`config.mk`:
```
export PLATFORM = sky130hd
export DESIGN_NAME = dac_dbuf_reg
export DESIGN_NICKNAME = d
export VERILOG_FILES = /design/src/rtl/dac_dbuf_reg.sv
export SDC_FILE = /design/constraint.sdc
export NUM_CORES = 1
export LEC_CHECK = 0
export BUFFER_PORTS_ARGS = -buffer_cell sky130_fd_sc_hd__buf_2
export CAP_MARGIN = 20
export CORE_MARGIN = 4
export CORE_UTILIZATION = 51
export CTS_CLUSTER_SIZE = 25
export DETAILED_ROUTE_END_ITERATION = 7
export MAX_ROUTING_LAYER = met4
export PLACE_DENSITY = 0.91
export SLEW_MARGIN = 20
export SYNTH_ARGS = -nofsm -noshare
export SYNTH_HDL_FRONTEND = slang
export SYNTH_SLANG_ARGS = --single-unit
```
`constraint.sdc`:
```
create_clock -name clk -period 2.82 [get_ports clk]
set_clock_uncertainty 0.2 [all_clocks]
set_input_delay 0.282 -clock clk [delete_from_list [all_inputs] [get_ports clk]]
set_output_delay 0.282 -clock clk [all_outputs]
set_load 0.01 [all_outputs]
```
`src/rtl/dac_dbuf_reg.sv`:
```
module dac_dbuf_reg #(
  parameter int CODE_W = 12,
  parameter int LO_W   = 4
) (
  input  logic              clk,
  input  logic              rst_n,
  input  logic              cs_n,
  input  logic              wr1_n,
  input  logic              byte_all,
  input  logic              wr2_n,
  input  logic              xfer_n,
  input  logic [CODE_W-1:0] din,
  output logic [CODE_W-1:0] code
);
  localparam int HI_W = CODE_W - LO_W;

  logic [HI_W-1:0]   stg_hi, stg_hi_nx;
  logic [LO_W-1:0]   stg_lo, stg_lo_nx;
  logic [CODE_W-1:0] code_q;
  logic              wr_en, xfer_en;

  assign wr_en     = !cs_n && !wr1_n;
  assign xfer_en   = !wr2_n && !xfer_n;
  assign stg_hi_nx = (wr_en && byte_all) ? din[CODE_W-1:LO_W] : stg_hi;
  assign stg_lo_nx = wr_en ? din[LO_W-1:0] : stg_lo;

  always_ff @(posedge clk or negedge rst_n) begin
    if (!rst_n) begin
      stg_hi <= '0;
      stg_lo <= '0;
      code_q <= '0;
    end else begin
      stg_hi <= stg_hi_nx;
      stg_lo <= stg_lo_nx;
      if (xfer_en) code_q <= {stg_hi_nx, stg_lo_nx};
    end
  end

  assign code = code_q;
endmodule


```
* Word level (Yosys, flattened, before mapping)
Index checks and enable logic that the tools add are counted.
** Operators by class
- Multiplexer cells :: 2
- Reductions and logical operators :: 7
** Operators by type and width (count)
- two-way mux 8 bit :: 1
- zero test 1 bit :: 4
- two-way mux 4 bit :: 1
- logical AND 1 bit :: 3
** Storage, ports and cells
- Output and inout bits :: 12
- Register bits :: 24
- Logic and storage cells :: 12

* Longest topological paths before layout
Gate-level depths: netlist (run 1).
- Depth after elaboration :: 4
- Depth in mapped cells :: 4
- Depth with buffers taken out :: 3

* Least setup slack after synthesis (run 1)
Ideal clock, no wire load.
- Kind :: in2reg
- From :: input wr1_n
- To :: register code_q[0], in the netlist code[0]
- Arrival time :: 0.996 ns
- Path slack :: 1.499 ns
- Cell stages on the path :: 3
- Cells stage by stage :: nor2_4 mux2_4 mux2_4
** Between the ends
- Cells in the longest elaborated chain, start to end :: 3
** RTL lines
- start, declared :: RTL line 8 : input logic wr1_n,
- zero test 1 bit :: RTL line 22 : assign wr_en = !cs_n && !wr1_n;
- logical AND 1 bit :: RTL line 22
- two-way mux 4 bit :: RTL line 25 : assign stg_lo_nx = wr_en ? din[LO_W-1:0] : stg_lo;
- net stg_lo_nx[0] :: RTL line 18 : logic [LO_W-1:0] stg_lo, stg_lo_nx;
- end signal, assigned :: RTL line 35 : if (xfer_en) code_q <= {stg_hi_nx, stg_lo_nx};
- end, declared :: RTL line 19 : logic [CODE_W-1:0] code_q;
The timed path passes the listed nets, and every way through them passes these cells.
A chain may end at the register's enable or synchronous reset.

* Worst setup path after layout (run 1)
- From :: input din[3]
- To :: register code_q[3], in the netlist code[3]
** Between the ends
- Cells in the longest elaborated chain, start to end :: 1
** RTL lines
- start, declared :: RTL line 12 : input logic [CODE_W-1:0] din,
- two-way mux 4 bit :: RTL line 25
- net stg_lo_nx[3] :: RTL line 18
The timed path passes the listed nets, and every way through them passes these cells.

==> impl_summary.txt, run 1 <==
----------------------------------------------------
[Critical path]
  Sort of element at the end of the critical path ... flop
  Required time of the worst setup path ... 2.83 ns
  Worst Path Class, Setup ... in2reg
  Worst setup SP type ... input pin
  Critical path arrival ... 1.46 ns
  Crit-path max FO ... 2

[Layout]
  Area added between synthesis and finish ... 38.0%
  Layout fillers ... 122
  Fraction of layout cells with a size suffix above 1 ... 0.363
  Fin util ... 0.744
  Post-route cell area ... 0.00130 sq mm
  Final layout net count ... 144
  Ant diodes ... 0
  Post-route non-filler standard cell count ... 149

[Clock tree]
  CTS hold repair buffers ... 10
  Clock latency reported for the late side of the worst-skew pair ... 0.31 ns
  CTS max path bufs ... 2
  # H-tree levels ... 1
  Cts bufs inserted ... 3
  CTS-repair resized insts ... 0
  CTS tree ... done
  Root Buffer Master ... sky130_fd_sc_hd__clkbuf_4
  Clk pin slew, worst setup/hold paths ... 0.13 ns
  Post-CTS setup-driven buffer insertion count ... 0
  Number of sinks on the clock net ... 24

[Timing]
  Setup TNS Final ... 0 ns
  Total count of max-transition violations in the final report ... 0
  Peak Freq ... 691 MHz
  Hold violation total from the final report ... 0
  Number of endpoints failing setup at the final stage ... 0
  Final period utilization ... 0.513
  Worst slew margin ... 0.612
  Final worst path period need ... 1.45 ns
  Worst-Margin Slew ... 0.579 ns
  RSZ-0062 raised after global routing ... no

[Run]
  Max-cap violations ... 0

[Die]
  Die Footprint ... 0.00260 sq mm
  Floorplan core area ... 0.00175 sq mm
  Width of the die ... 51.0 microns
  Die span in y ... 51.0 microns
  Boundary Pins ... 31
  Initial Utilization ... 0.539
  Cell Rows ... 15

[Drt]
  Number of nets with antenna violations after detailed routing ... 0
  Initial DRC count ... 14
  Detailed-route via count ... 722
  Routed WL per cell ... 13.7 microns
  DRC Markers ... 0
  Average vias per placed instance ... 4.85
  Total wirelength of the detailed-routed design ... 2040 microns
  Pre-antenna DRT Iters ... 4

[Logic synthesis]
  Post-Syn Area per Cell ... 11.9 sq um
  Area share of the largest cell type after synthesis ... 0.638
  Most used standard cells in the synthesized netlist ... 24 x sky130_fd_sc_hd__dfrtp_1, 24 x sky130_fd_sc_hd__nand2_1, 9 x sky130_fd_sc_hd__nor2_1
  Library cell with the largest summed area after synthesis ... sky130_fd_sc_hd__dfrtp_1
  Synthesized Nets ... 98
  Cell types with the largest area share after synthesis ... sky130_fd_sc_hd__dfrtp_1 64%, sky130_fd_sc_hd__mux2_4 13%, sky130_fd_sc_hd__nand2_1 9.6%, sky130_fd_sc_hd__a31oi_1 5.3%, sky130_fd_sc_hd__nor2_1 3.6%
  #FFs+latches synth ... 24
  Post-Syn Instances ... 79
  Mapped Area ... 941 sq um
  Yosys warning count ... 0
  Main synth FF type ... sky130_fd_sc_hd__dfrtp_1
  Post-synth cell types ... 10
  Asr flop ratio synth ... 1.00
  Sequential fraction of the synthesis area ... 0.638
  Number of flops mapped to enable cells by yosys ... 0

[Power and ir drop]
  Static power due to leakage ... 0.653 nW
  Power density over the cells ... 659 mW/mm^2
  Worst voltage drop across the vdd grid ... 0.469 mV

[Place]
  Count of input and output buffers ... 30
  Dpl hpwl ... 1340 microns
  Placed standard-cell area ... 0.00112 sq mm
  Placed Instances ... 132
  Routability congestion estimate from global placement ... 0.747

[GRT]
  Overall fraction of global-route tracks in use ... 0.198
  Vias in the first global route ... 799
  Wire length of the first global-routing pass ... 3620 microns
  Initial antenna violation count ... 0
  Pin count of the biggest net entering global routing ... 25
  Total grt overflow ... 0

[Min path]
  Type of the most critical hold path ... in2reg

[Outcome]
  Status ... finished clean

----------------------------------------------------
-- metrics by stage --
step	hold slack, ns	setup slack, ns	power, mW
5_1_grt	0.167	1.38	0.913
6_report	0.177	1.37	0.855
4_1_cts	0.00272	1.40	0.857
3_5_place_dp	0.0826	1.28	0.606
2_1_floorplan	-0.214	1.50	0.531
3_3_place_gp	0.0693	1.33	0.594
-- per-layer routing --
| layer | up-vias | track usage | share of wire |
|---|---|---|---|
| met3 | 4 | 0.0437 | 0.061 |
| met4 | 0 | 0.0807 | 0.015 |
| met5 | - | - | 0 |
| met1 | 337 | 0.234 | 0.44 |
| li1 | 352 | - | - |
| met2 | 29 | 0.326 | 0.48 |
-- cell type report --
cell class                 instances  area (sq um)  share of cell area
clock inverter                     1          30.0              0.0231
clock buffer                       3          22.5              0.0173
sequential                        24           601               0.462
timing repair buffer              44           288               0.222
multi-input combinational         52           327               0.251
tap                               25          31.3              0.0241
-- report_power, final --
group,total (mW),leakage (nW),switching (mW),internal [mW]
registers,0.430,0.285,0.0267,0.404
clock network,0.244,0.0279,0.101,0.144
logic,0.181,0.340,0.0853,0.0953
total,0.855,0.653,0.213,0.643
-- worst paths after layout --
path,startpoint,to,slack [ns],depth (start not counted)
worst min register to register,stg_hi[6],stg_hi[6],0.28,2
worst max-delay path,din[3],code[3],1.37,4
max in group asynchronous,rst_n,stg_hi[6],1.81,2
min in group asynchronous,rst_n,code[1],0.28,2
worst max register to register,stg_lo[3],code[3],1.60,2
worst min-delay path,wr1_n,stg_hi[6],0.18,4
-- cells in the final DEF (no fill, tap or decap), drive strengths merged --
cell and instances:
clkbuf 3, bufinv 1, dlygate4sd3 13, nor2 10, nand2 24, dfrtp 24
nor3b 1, or3b 1, a31oi 8, buf 31, mux2 8
-- kinds of logic after synthesis --
| family | after synthesis | share of synthesized area |
|---|---|---|
| AOI/OAI and AO/OA | 8 | 0.0532 |
| buffers and inverters | 3 | 0.0146 |
| DFF | 24 | 0.638 |
| and+or+nand+nor | 36 | 0.166 |
| muxes | 8 | 0.128 |
-- flip-flops by register name (all words and copies together), names as in the netlist --
| signal | count |
|---|---|
| stg_lo | 4 |
| code | 12 |
| stg_hi | 8 |
-- worst max-delay path, stage by stage --
cell	delay, ns
sky130_fd_sc_hd__dlygate4sd3_1	0.54
sky130_fd_sc_hd__buf_2	0.12
sky130_fd_sc_hd__mux2_4	0.26
sky130_fd_sc_hd__mux2_4	0.26
Note: power is estimated with default switching activity, not from simulation.
==> run 2, diff against run 1 <==
--- a/config.mk
+++ b/config.mk
@@ -5,14 +5,15 @@
 export SDC_FILE = /design/constraint.sdc
 export NUM_CORES = 1
 export LEC_CHECK = 0
+export ABC_AREA = 1
 export BUFFER_PORTS_ARGS = -buffer_cell sky130_fd_sc_hd__buf_2
 export CAP_MARGIN = 20
 export CORE_MARGIN = 4
-export CORE_UTILIZATION = 51
+export CORE_UTILIZATION = 49
 export CTS_CLUSTER_SIZE = 25
 export DETAILED_ROUTE_END_ITERATION = 7
 export MAX_ROUTING_LAYER = met4
-export PLACE_DENSITY = 0.91
+export PLACE_DENSITY = 0.88
 export SLEW_MARGIN = 20
 export SYNTH_ARGS = -nofsm -noshare
 export SYNTH_HDL_FRONTEND = slang
==> constraint.sdc (replaced) <==
create_clock -name clk -period 1.5 [get_ports clk]
set_clock_uncertainty 0.2 [all_clocks]
set_input_delay 0.15 -clock clk [delete_from_list [all_inputs] [get_ports clk]]
set_output_delay 0.15 -clock clk [all_outputs]
set_load 0.01 [all_outputs]
==> run 2 against run 1 <==
Clock power up 38%. First-iteration DRC count up 50%. Die area up 11%. Critical path depth up 1. Cell count up 29%. Largest cell class unchanged.
==> impl_summary.txt, run 2 <==
----------------------------------------------------
[Critical path]
  Worst Path Class, Setup ... in2reg
  Critical path arrival ... 1.46 ns
  Worst setup SP type ... input pin
  Sort of element at the end of the critical path ... flop
  Required time of the worst setup path ... 1.51 ns
  Crit-path max FO ... 2

[Timing]
  Number of endpoints failing setup at the final stage ... 0
  Worst slew margin ... 0.663
  Worst-Margin Slew ... 0.505 ns
  Hold violation total from the final report ... 0
  Total count of max-transition violations in the final report ... 0
  Peak Freq ... 690 MHz
  Final critical-path setup slack ... 0.0497 ns
  RSZ-0062 raised after global routing ... no
  Final worst path period need ... 1.45 ns
  Setup TNS Final ... 0 ns
  Final period utilization ... 0.967

[Power and ir drop]
  Worst voltage drop across the vdd grid ... 0.831 mV
  Sequential Power Share ... 0.544
  Share of power burned in the clock network ... 0.232
  Net Sw Power ... 0.405 mW
  Internal power of the cells ... 1.04 mW
  Static power due to leakage ... 0.768 nW
  Proportion of total power due to net switching ... 0.280
  Part of the power in combinational logic ... 0.223
  Power density over the cells ... 1060 mW/mm^2

[Logic synthesis]
  Area share of the largest cell type after synthesis ... 0.585
  Sequential fraction of the synthesis area ... 0.585
  Post-synth cell types ... 11
  Post-Syn Area per Cell ... 8.56 sq um
  Most used standard cells in the synthesized netlist ... 44 x sky130_fd_sc_hd__nand2_1, 24 x sky130_fd_sc_hd__dfrtp_1, 17 x sky130_fd_sc_hd__inv_1
  Number of flops mapped to enable cells by yosys ... 0
  Main synth FF type ... sky130_fd_sc_hd__dfrtp_1
  Asr flop ratio synth ... 1.00
  Post-Syn Instances ... 120
  Synthesized Nets ... 139
  Yosys warning count ... 0
  Mapped Area ... 0.00103 sq mm
  Library cell with the largest summed area after synthesis ... sky130_fd_sc_hd__dfrtp_1
  Cell types with the largest area share after synthesis ... sky130_fd_sc_hd__dfrtp_1 58%, sky130_fd_sc_hd__nand2_1 16%, sky130_fd_sc_hd__nand3_1 7.8%, sky130_fd_sc_hd__inv_1 6.2%, sky130_fd_sc_hd__and2_1 4.9%
  Cell with the most instances after synthesis ... sky130_fd_sc_hd__nand2_1
  #FFs+latches synth ... 24

[GRT]
  Vias in the first global route ... 921
  Total grt overflow ... 0
  Overall fraction of global-route tracks in use ... 0.190
  Pin count of the biggest net entering global routing ... 25
  Initial antenna violation count ... 0
  Wire length of the first global-routing pass ... 3810 microns

[Clock tree]
  Clock latency reported for the late side of the worst-skew pair ... 0.31 ns
  Clk pin slew, worst setup/hold paths ... 0.12 ns
  Root Buffer Master ... sky130_fd_sc_hd__clkbuf_4
  # H-tree levels ... 1
  CTS tree ... done
  Cts bufs inserted ... 3
  CTS max path bufs ... 2
  Number of sinks on the clock net ... 24

[Layout]
  Ant diodes ... 0
  Final layout net count ... 185
  Fraction of layout cells with a size suffix above 1 ... 0.224
  Layout fillers ... 133
  Post-route cell area ... 0.00137 sq mm
  Flip-flop count of the largest register after layout ... 12
  Commonest cells after routing, fill and taps aside ... 44 x sky130_fd_sc_hd__nand2_1, 30 x sky130_fd_sc_hd__buf_2, 24 x sky130_fd_sc_hd__dfrtp_1
  Area added between synthesis and finish ... 33.3%
  Leading cell type in the layout, fill and taps excluded ... sky130_fd_sc_hd__nand2_1

[Outcome]
  Status ... finished clean

[Min path]
  Type of the most critical hold path ... in2reg

[Run]
  Max-cap violations ... 0

[Die]
  Boundary Pins ... 31
  Initial Utilization ... 0.518
  Die Footprint ... 0.00289 sq mm
  Cell Rows ... 16
  Floorplan core area ... 0.00198 sq mm
  Die span in y ... 53.8 microns
  Width of the die ... 53.8 microns

[Drt]
  Total wirelength of the detailed-routed design ... 2290 microns
  Average vias per placed instance ... 4.66
  DRC Markers ... 0
  Pre-antenna DRT Iters ... 4
  Number of nets with antenna violations after detailed routing ... 0
  Detailed-route via count ... 895
  Routed WL per cell ... 11.9 microns
  Initial DRC count ... 21

[Place]
  Pre-CTS setup slack ... 0.259 ns
  Count of input and output buffers ... 30
  Dpl hpwl ... 1520 microns
  Routability congestion estimate from global placement ... 0.813
  Placed standard-cell area ... 0.00119 sq mm

----------------------------------------------------
run 2: changes by cell type in the layout (fill, tap and decap cells not counted), sizes merged, moves of 4 or more:
cell / previous run / this run
nand2: 24 / 45
o21ai: 0 / 4
nor2: 10 / 2
a31oi: 8 / 0
mux2: 8 / 0
and2: 0 / 8
nand3: 0 / 16
inv: 0 / 17
run 2: kinds of logic after synthesis:
| logic type | Yosys count | synth area share |
|---|---|---|
| flops | 24 | 0.585 |
| simple gates | 71 | 0.308 |
| buf+inv | 21 | 0.0877 |
| compound gates | 4 | 0.0195 |
run 2: area by class of cell:
class | count | area [sq um] | area share
Sequential cell | 24 | 601 | 0.439
Timing Repair Buffer | 45 | 298 | 0.218
Tap cell | 27 | 33.8 | 0.0247
Multi-Input combinational cell | 75 | 337 | 0.246
Inverter | 17 | 63.8 | 0.0466
Clock buffer | 4 | 36.3 | 0.0265
run 2: metal layers:
metal	track usage	vias up	wire length [microns]
li1	-	451	-
met1	0.229	417	998
met2	0.304	25	1160
met3	0.0305	2	118
met4	0.0979	0	12
met5	-	-	0
run 2: repair_timing:
action	CTS	global route
endpoints found under the setup margin	0	3
hold buffers	17	0
endpoints found under the hold margin	48	0
buffers inserted	0	0
resized for setup	0	1
run 2: critical path, cell delays in order:
cell and delay [ns]:
sky130_fd_sc_hd__dlygate4sd3_1 0.53, sky130_fd_sc_hd__buf_2 0.12, sky130_fd_sc_hd__nand2_1 0.05, sky130_fd_sc_hd__nand2_1 0.06, sky130_fd_sc_hd__dlygate4sd3_1 0.55
run 2: through the flow:
| stage | total power, mW | hold WS (ns) | cells | util |
|---|---|---|---|---|
| after CTS | 1.46 | 0.0421 | 195 | 0.706 |
| final | 1.45 | 0.00814 | 192 | 0.691 |
| after floorplan | 0.963 | -0.346 | 120 | - |
| after global routing | 1.53 | 0.0351 | 192 | 0.691 |
| after global placement | 1.07 | -0.0579 | 174 | 0.602 |
| after detailed placement | 1.09 | -0.0473 | 174 | 0.602 |
run 2: final timing paths:
kind / endpoint / start / cells after the start / slack (ns)
min: stg_lo[0] / cs_n / 3 / 0.008
min reg2reg: code[1] / code[1] / 2 / 0.29
max: stg_lo[1] / din[1] / 5 / 0.05
max in group asynchronous: code[0] / rst_n / 2 / 0.63
min in group asynchronous: code[4] / rst_n / 2 / 0.12
max reg2reg: stg_lo[1] / stg_lo[1] / 3 / 0.12
run 2: power groups by stage:
| stage | Clock, mW | Combinational (mW) | Sequential [mW] |
|---|---|---|---|
| floorplan | 0 | 0.141 | 0.822 |
| global placement | 0 | 0.280 | 0.794 |
| detailed placement | 0 | 0.290 | 0.801 |
| CTS | 0.341 | 0.337 | 0.788 |
| global route | 0.359 | 0.368 | 0.800 |
| finish | 0.336 | 0.323 | 0.787 |
==> run 3, diff against run 2 <==
==> constraint.sdc (replaced) <==
create_clock -name clk -period 1.5 [get_ports clk]
set_clock_uncertainty 0.2 [all_clocks]
set_input_delay 0.075 -clock clk [delete_from_list [all_inputs] [get_ports clk]]
set_output_delay 0.075 -clock clk [all_outputs]
set_load 0.01 [all_outputs]
==> run 3 against run 2 <==
The run now ends with negative hold slack left. Die area unchanged. Cell area increased by 3.5%. Highest routed layer unchanged. Setup slack got worse by 0.016 ns. Critical path depth decreased by 2. Hold slack got worse by 0.087 ns. Largest power group unchanged. Via count increased by 4.7%. Cell count increased by 2.6%. Fmax decreased by 1.1%. Combinational power increased by 7.1%. First-iteration DRC count decreased by 14%. Total power increased by 1.4%. Wire length increased by 9.5%.
==> impl_summary.txt, run 3 (synthesis results as in run 2) <==
----------------------------------------------------
[Layout]
  Commonest cells after routing, fill and taps aside ... 44 x sky130_fd_sc_hd__nand2_1, 30 x sky130_fd_sc_hd__buf_2, 24 x sky130_fd_sc_hd__dfrtp_1
  Ant diodes ... 0
  Flip-flop count of the largest register after layout ... 12
  Final layout net count ... 190
  Area added between synthesis and finish ... 37.9%
  Leading cell type in the layout, fill and taps excluded ... sky130_fd_sc_hd__nand2_1
  Layout fillers ... 135
  Fraction of layout cells with a size suffix above 1 ... 0.224

[Die]
  Width of the die ... 53.8 microns
  Die span in y ... 53.8 microns
  Initial Utilization ... 0.518
  Floorplan core area ... 0.00198 sq mm
  Die Footprint ... 0.00289 sq mm
  Boundary Pins ... 31
  Cell Rows ... 16

[Timing]
  Final worst path period need ... 1.47 ns
  Number of endpoints failing setup at the final stage ... 0
  RSZ-0062 raised after global routing ... no
  Worst slew margin ... 0.662
  Final critical-path setup slack ... 0.0336 ns
  Setup TNS Final ... 0 ns
  Worst-Margin Slew ... 0.507 ns
  Hold violation total from the final report ... 2
  Peak Freq ... 682 MHz
  Worst-case hold slack ... -0.0793 ns
  Total count of max-transition violations in the final report ... 0
  Final period utilization ... 0.978

[Power and ir drop]
  Sequential Power Share ... 0.537
  Part of the power in combinational logic ... 0.236
  Share of power burned in the clock network ... 0.227
  Static power due to leakage ... 0.791 nW
  Net Sw Power ... 0.412 mW
  Internal power of the cells ... 1.06 mW
  Proportion of total power due to net switching ... 0.281
  Worst voltage drop across the vdd grid ... 0.825 mV
  Power density over the cells ... 1040 mW/mm^2

[Critical path]
  Worst setup SP type ... flop
  Sort of element at the end of the critical path ... flop
  Worst Path Class, Setup ... reg2reg
  Crit-path max FO ... 2
  Critical path arrival ... 1.48 ns
  Required time of the worst setup path ... 1.51 ns

[Outcome]
  Failing checks ... negative hold slack
  Status ... complete, but fails checks

[GRT]
  Wire length of the first global-routing pass ... 4330 microns
  Total grt overflow ... 0
  Pin count of the biggest net entering global routing ... 25
  Initial antenna violation count ... 0
  Vias in the first global route ... 996
  Overall fraction of global-route tracks in use ... 0.220

[Min path]
  Type of the most critical hold path ... in2reg

[Drt]
  Routed WL per cell ... 12.7 microns
  Number of nets with antenna violations after detailed routing ... 0
  Pre-antenna DRT Iters ... 4
  DRC Markers ... 0
  Total wirelength of the detailed-routed design ... 2510 microns
  Initial DRC count ... 18
  Average vias per placed instance ... 4.76
  Detailed-route via count ... 937

[Clock tree]
  CTS max path bufs ... 2
  Clock latency reported for the late side of the worst-skew pair ... 0.31 ns
  CTS tree ... done
  Root Buffer Master ... sky130_fd_sc_hd__clkbuf_4
  CTS hold repair buffers ... 22
  # H-tree levels ... 1
  Number of sinks on the clock net ... 24
  Clk pin slew, worst setup/hold paths ... 0.12 ns
  Cts bufs inserted ... 3

[Place]
  Dpl hpwl ... 1520 microns
  Count of input and output buffers ... 30
  Routability congestion estimate from global placement ... 0.813
  Pre-CTS setup slack ... 0.334 ns

[Run]
  Max-cap violations ... 0

----------------------------------------------------
==> run 3: layout make-up <==
class	instances	area, sq um	share of cell area
Clock buffer	4	36.3	0.0256
Inverter	17	63.8	0.0451
Multi-Input combinational cell	75	337	0.238
Sequential cell	24	601	0.424
Tap cell	27	33.8	0.0239
Timing Repair Buffer	50	345	0.244
==> run 3: final timing paths <==
kind	start	end	slack, ns	cells after the start
worst min register to register	code[1]	code[1]	0.29	2
max in group asynchronous	rst_n	stg_lo[3]	0.72	2
min in group asynchronous	rst_n	code[4]	0.04	2
worst min-delay path	cs_n	stg_lo[2]	-0.08	3
worst max register to register	stg_lo[0]	stg_lo[0]	0.03	3
worst max-delay path	stg_lo[0]	stg_lo[0]	0.03	3
==> run 3: timing repair <==
action / CTS / global route
hold endpoints to repair: 48 / 2
gates resized for setup: 0 / 2
setup buffers: 0 / 1
setup endpoints to repair: 0 / 5
==> run 3: worst max-delay path, stage by stage, from the launching register on <==
cell                            delay (ns)
sky130_fd_sc_hd__dfrtp_1              0.39
sky130_fd_sc_hd__o21ai_1              0.12
sky130_fd_sc_hd__nand2_1              0.10
sky130_fd_sc_hd__dlygate4sd3_1        0.56
==> run 3: stage by stage <==
step	instances	total power [mW]	cell area, sq um	utilization	hold WS [ns]
2_1_floorplan	120	0.963	1030	-	-0.421
3_3_place_gp	174	1.07	1190	0.602	-0.133
3_5_place_dp	174	1.09	1190	0.602	-0.122
4_1_cts	200	1.47	1450	0.731	-0.000297
5_1_grt	197	1.55	1420	0.715	-0.0366
6_report	197	1.47	1420	0.715	-0.0793
==> run 3: power groups by stage <==
stage               Sequential [mW]  Clock (mW)  Combinational [mW]
global placement              0.794           0               0.280
detailed placement            0.801           0               0.290
global route                  0.801       0.360               0.389
finish                        0.788       0.333               0.346
floorplan                     0.822           0               0.141
CTS                           0.788       0.341               0.345
==> run 3: routing by layer <==
layer	share of wire	track usage
met5	0	-
met4	0.018	0.0851
met3	0.059	0.0305
met2	0.52	0.379
met1	0.40	0.259
